### src/rtl/can_rx_queue_pkg.sv
package can_rx_queue_pkg;
  localparam int unsigned SLOTS = 3;
  typedef logic [1:0] slot_t;

  // advance a slot index by k positions, modulo the number of slots
  function automatic slot_t slot_add(input slot_t p, input logic [1:0] k);
    logic [2:0] s;
    s = {1'b0, p} + {1'b0, k};
    if (s >= 3'(SLOTS)) s = s - 3'(SLOTS);
    return s[1:0];
  endfunction

  // pending count after one cycle of store and release activity
  function automatic logic [1:0] cnt_after(input logic [1:0] c, input logic st, input logic pop);
    return c + {1'b0, st} - {1'b0, pop};
  endfunction
endpackage

### src/rtl/can_rx_queue_ctrl.sv
module can_rx_queue_ctrl
  import can_rx_queue_pkg::*;
(
  input  logic  clk,
  input  logic  rst_n,
  input  logic  wr_valid,
  input  logic  rel,
  input  logic  lock_en,
  input  logic  clr_full,
  input  logic  clr_ovr,
  output slot_t rd_ptr,
  output logic [1:0] cnt,
  output logic  we,
  output slot_t widx,
  output logic  full,
  output logic  ovr,
  output logic  ev_store,
  output logic  ev_pop,
  output logic  ev_ovr
);
  logic at_cap;
  logic ev_over;
  logic [1:0] cnt_nxt;

  always_comb begin
    at_cap   = (cnt == 2'd3);
    ev_pop   = rel && (cnt != 2'd0);
    ev_store = wr_valid && (!at_cap || ev_pop);
    ev_ovr   = wr_valid && at_cap && !ev_pop;
    ev_over  = ev_ovr && !lock_en;
    we       = ev_store || ev_over;
    widx     = ev_over ? slot_add(rd_ptr, 2'd2) : slot_add(rd_ptr, cnt);
    cnt_nxt  = cnt_after(cnt, ev_store, ev_pop);
  end

  always_ff @(posedge clk or negedge rst_n) begin
    if (!rst_n) begin
      rd_ptr <= '0;
      cnt    <= '0;
      full   <= 1'b0;
      ovr    <= 1'b0;
    end else begin
      cnt <= cnt_nxt;
      if (ev_pop) rd_ptr <= slot_add(rd_ptr, 2'd1);
      if (ev_store && cnt_nxt == 2'd3) full <= 1'b1;
      else if ((ev_pop && cnt_nxt != 2'd3) || clr_full) full <= 1'b0;
      if (ev_ovr) ovr <= 1'b1;
      else if (clr_ovr) ovr <= 1'b0;
    end
  end
endmodule

### src/rtl/can_rx_queue_store.sv
module can_rx_queue_store
  import can_rx_queue_pkg::*;
#(
  parameter int unsigned FRAME_W = 105
) (
  input  logic               clk,
  input  logic               rst_n,
  input  logic               we,
  input  slot_t              widx,
  input  logic [FRAME_W-1:0] wframe,
  input  slot_t              ridx,
  input  logic               show,
  output logic [FRAME_W-1:0] rframe
);
  logic [FRAME_W-1:0] slot_q [SLOTS];

  for (genvar g = 0; g < SLOTS; g++) begin : g_slot
    always_ff @(posedge clk or negedge rst_n) begin
      if (!rst_n) slot_q[g] <= '0;
      else if (we && widx == slot_t'(g)) slot_q[g] <= wframe;
    end
  end

  always_comb begin
    rframe = '0;
    for (int i = 0; i < SLOTS; i++)
      if (show && ridx == slot_t'(i)) rframe = slot_q[i];
  end
endmodule

### src/rtl/can_rx_queue_irq.sv
module can_rx_queue_irq (
  input  logic [1:0] cnt,
  input  logic       full,
  input  logic       ovr,
  input  logic       ie_pend,
  input  logic       ie_full,
  input  logic       ie_ovr,
  output logic       irq
);
  always_comb irq = ((cnt != 2'd0) && ie_pend) || (full && ie_full) || (ovr && ie_ovr);
endmodule

### src/rtl/can_rx_queue.sv
module can_rx_queue
  import can_rx_queue_pkg::*;
#(
  parameter int unsigned ID_W   = 29,
  parameter int unsigned DLC_W  = 4,
  parameter int unsigned DATA_W = 64,
  parameter int unsigned FMI_W  = 8
) (
  input  logic              clk,
  input  logic              rst_n,
  input  logic              lock_en,
  input  logic              wr_valid,
  input  logic [ID_W-1:0]   wr_id,
  input  logic [DLC_W-1:0]  wr_dlc,
  input  logic [DATA_W-1:0] wr_data,
  input  logic [FMI_W-1:0]  wr_fmi,
  input  logic              rel,
  input  logic              clr_full,
  input  logic              clr_ovr,
  input  logic              ie_pend,
  input  logic              ie_full,
  input  logic              ie_ovr,
  output logic [ID_W-1:0]   mb_id,
  output logic [DLC_W-1:0]  mb_dlc,
  output logic [DATA_W-1:0] mb_data,
  output logic [FMI_W-1:0]  mb_fmi,
  output logic [1:0]        pend,
  output logic              full,
  output logic              ovr,
  output logic              irq
);
  localparam int unsigned FRAME_W = ID_W + DLC_W + DATA_W + FMI_W;

  slot_t rd_ptr, widx;
  logic  we, ev_store, ev_pop, ev_ovr;
  logic [1:0] cnt;
  logic [FRAME_W-1:0] wframe, rframe;

  assign wframe = {wr_id, wr_dlc, wr_data, wr_fmi};

  can_rx_queue_ctrl u_ctrl (
    .clk(clk), .rst_n(rst_n), .wr_valid(wr_valid), .rel(rel), .lock_en(lock_en),
    .clr_full(clr_full), .clr_ovr(clr_ovr), .rd_ptr(rd_ptr), .cnt(cnt), .we(we),
    .widx(widx), .full(full), .ovr(ovr), .ev_store(ev_store), .ev_pop(ev_pop),
    .ev_ovr(ev_ovr)
  );

  can_rx_queue_store #(.FRAME_W(FRAME_W)) u_store (
    .clk(clk), .rst_n(rst_n), .we(we), .widx(widx), .wframe(wframe),
    .ridx(rd_ptr), .show(cnt != 2'd0), .rframe(rframe)
  );

  can_rx_queue_irq u_irq (
    .cnt(cnt), .full(full), .ovr(ovr), .ie_pend(ie_pend), .ie_full(ie_full),
    .ie_ovr(ie_ovr), .irq(irq)
  );

  assign {mb_id, mb_dlc, mb_data, mb_fmi} = rframe;
  assign pend = cnt;
endmodule

### config.mk
export PLATFORM = sky130hd
export DESIGN_NAME = can_rx_queue
export DESIGN_NICKNAME = d
export VERILOG_FILES = /design/src/rtl/can_rx_queue_pkg.sv /design/src/rtl/can_rx_queue_ctrl.sv /design/src/rtl/can_rx_queue_store.sv /design/src/rtl/can_rx_queue_irq.sv /design/src/rtl/can_rx_queue.sv
export SDC_FILE = /design/constraint.sdc
export NUM_CORES = 1
export LEC_CHECK = 0
export BUFFER_PORTS_ARGS = -buffer_cell sky130_fd_sc_hd__buf_2
export CAP_MARGIN = 20
export CORE_MARGIN = 3
export CORE_UTILIZATION = 50
export DETAILED_ROUTE_END_ITERATION = 6
export PLACE_DENSITY_LB_ADDON = 0.15
export SYNTH_ARGS = -nofsm -noshare
export SYNTH_HDL_FRONTEND = slang
export SYNTH_SLANG_ARGS = --single-unit
### constraint.sdc
create_clock -name clk -period 4.05 [get_ports clk]
set_clock_uncertainty 0.05 [all_clocks]
set_input_delay 0.405 -clock clk [delete_from_list [all_inputs] [get_ports clk]]
set_output_delay 0.405 -clock clk [all_outputs]
set_load 0.01 [all_outputs]
==> impl_results.md <==
- DRC violations left: 0
- Antenna viol nets, final: 0
- CTS tree: built
- Max Freq: ~300 MHz
- Die Span Y: roughly 180 microns
- Sequential-to-total area share from yosys stat: 0.560
- Final HPWL DP: 18900 microns
- WL final: 32000 microns
- Count of cell types in the netlist: 33
- Crit share post-route: 0.812
- Root buffer cell: clkbuf_16
- Max-Cap Viols: 0
- Startpoint types: register
- DR pass1 iterations: 5
- Total gr overflow: 0
- Mapped Nets: 1215
- First-pass GRT wire length: about 52000 microns
- Gr usage total: 0.208
- PD cells: 1110 mW/mm^2
- Cell count after synthesis: 1089
- # IOs: between 200 and 250
- Post-synthesis register bit count: about 320
- Max IR drop VDD: 1070 uV
- Number of port buffers: roughly 220
- CP Max Fanout: 60
- Hold Vio Cnt, Final: 0
- Total negative slack: 0 ps
- Final Wtd Congestion: just over 0.7
- Clock transition at path regs: around 60 ps
- Number of setup violations in the final report: 0
- Avg Cell Area, Syn: 13.2 sq um
- Synth warn: 0
- Placed insts: around 1600
- Total setup buffers inserted after CTS: 0
- Worst slew pin tran: a little over 900 ps
- Vias in the first global route: between 9000 and 10000
- Nature of the critical path endpoint: output port
- Vias: ~9400
- H-tree depth: 2
- Slew Limit Fails: 0
- Worst skew pair latency: ~510 ps
- Drt wl/cell: between 15 and 20 microns
- Worst Path Required: between 3000 and 4000 ps
- Detailed Route Iter0 Violations: 537
- Worst slew margin: 0.379
- Synth-to-Final Area Change: 18.8%
- Vias per cell: between 5 and 6
- Critical path class: reg2out
- Min-delay worst type: in2reg
- Full die area: roughly 0.031 sq mm
- Core area: around 0.028 sq mm
- Largest net degree at the start of global routing: around 120
- Num CTS Buffers: 36
- Status: completed
- Nets: approximately 1400
- Share of cells above drive strength 1: 0.446
- Final cell count without fillers: approximately 1700
- Minimum clock period: between 3000 and 4000 ps
- Initial antenna violation count: 7
- Worst Path Arrival: approximately 2800 ps
- CTS-repair resized insts: 0
- Maximum clock path buffer count: 3
- Leakage: 7.71 nW
- Die X: about 180 microns
- Initial Utilization: 0.512
- Sink Count: approximately 320
- RSZ-0062 raised after global routing: no
- Mapped Area: around 0.014 sq mm
- Row cnt: slightly above 60
[layout make-up]
class	count	area, sq um
Clock buffer	56	1100
Sequential cell	321	8030
Timing Repair Buffer	244	1400
Clock inverter	9	86.3
Fill cell	2302	11000
Inverter	10	37.5
Antenna cell	3	7.51
Multi-Input combinational cell	677	5900
Tap cell	378	473
[Yosys cell counts, drive strengths merged]
| cell type | number | area share |
|---|---|---|
| dfrtp | 321 | 0.56 |
| mux2 | 316 | 0.26 |
| nor2 | 108 | 0.028 |
| a22oi | 106 | 0.055 |
| a21oi | 105 | 0.037 |
| buf | 45 | 0.020 |
| clkbuf | 36 | 0.0094 |
| ha | 10 | 0.0087 |
| inv | 10 | 0.0026 |
| nand2 | 6 | 0.0016 |
| o21ai | 6 | 0.0021 |
| nor2b | 3 | 0.0013 |
| xnor2 | 2 | 0.0012 |
| a32o | 1 | 0.00070 |
| a32oi | 1 | 0.0011 |
| and3b | 1 | 0.00061 |
| and4b | 1 | 0.00070 |
| fa | 1 | 0.0014 |
| mux2i | 1 | 0.00070 |
| nand2b | 1 | 0.00044 |
| nand3b | 1 | 0.00052 |
| nand4b | 1 | 0.00061 |
| nor3 | 1 | 0.00035 |
| nor3b | 1 | 0.00087 |
| o211ai | 1 | 0.00052 |
| o2bb2ai | 1 | 0.00061 |
| o32ai | 1 | 0.0011 |
| or2 | 1 | 0.00044 |
[flip-flops by register name, indices dropped and copies added, names as in the netlist]
register	flops
u_store.slot_q	315
u_ctrl.full	1
u_ctrl.cnt	2
u_ctrl.rd_ptr	2
u_ctrl.ovr	1
[per-layer routing]
metal	vias to the layer above	global-route usage	wire length [microns]
met5	-	0	56
met4	10	0.0555	574
met3	54	0.0547	2360
met2	245	0.323	14700
met1	4791	0.291	14300
li1	4349	-	-
[worst paths after layout]
check,start,to,slack (ps),cells after the start
setup / recovery,u_ctrl.rd_ptr[1]$_DFFE_PN0N_,mb_data[41],760,7
hold / removal,clr_ovr,u_ctrl.ovr$_DFFE_PN0P_,60,2
setup reg to reg,u_ctrl.cnt[0]$_DFF_PN0_,u_store.slot_q[209]$_DFFE_PN0P_,840,10
hold reg to reg,u_store.slot_q[141]$_DFFE_PN0P_,u_store.slot_q[141]$_DFFE_PN0P_,440,1
max in group asynchronous,rst_n,u_store.slot_q[295]$_DFFE_PN0P_,2500,3
min in group asynchronous,rst_n,u_store.slot_q[90]$_DFFE_PN0P_,530,2
[stage by stage]
stage,power [mW],hold WS [ps],utilization,area (sq um),setup WS [ps]
after floorplan,13.2,59.4,-,14300,1170
after global placement,15.7,424,0.565,15800,862
after detailed placement,15.9,432,0.565,15800,823
after CTS,19.2,34.6,0.608,17000,753
after global routing,20.3,71.0,0.608,17000,556
final,19.0,59.5,0.608,17000,761
[kinds of logic after synthesis]
group	count (synthesis)	share of synthesized area
flops	321	0.560
mux	317	0.262
compound gates	222	0.0983
simple gates	125	0.0357
buf+inv	91	0.0325
fa+ha+maj	11	0.0101
xor+xnor	2	0.00122
[where the power goes]
| part | switching (mW) | leakage, nW | internal [mW] | total (mW) |
|---|---|---|---|---|
| clock network | 1.28 | 0.578 | 1.93 | 3.21 |
| logic | 4.77 | 3.34 | 5.14 | 9.92 |
| registers | 0.853 | 3.80 | 5.00 | 5.85 |
[placed cells by master (no fill, tap or decap), types with 2 or more instances in the layout]
cell	netlist	layout
mux2_2	231	231
diode_2	0	3
buf_4	12	10
clkbuf_16	0	37
inv_1	9	9
inv_6	0	2
a21oi_1	105	105
nor2_1	108	108
nand2_1	6	6
mux2_1	35	35
xnor2_1	2	2
mux2_4	50	50
ha_1	10	10
buf_12	0	9
clkinvlp_4	0	2
a22oi_1	106	106
nor2b_1	3	2
clkbuf_1	36	9
o21ai_0	6	5
dfrtp_1	321	321
buf_2	27	223
clkinv_2	0	3
clkbuf_8	0	10
[repair_timing]
item,in CTS,in global routing
hold buffers,1,0
setup endpoints to repair,0,0
hold endpoints to repair,64,0
[worst max-delay path: stages (launching register included)]
cell	delay, ps
dfrtp_1	420
inv_1	160
ha_1	260
nor2b_4	180
buf_4	630
a22oi_1	140
a21oi_1	290
buf_2	180
Note: power is estimated with default switching activity, not from simulation.
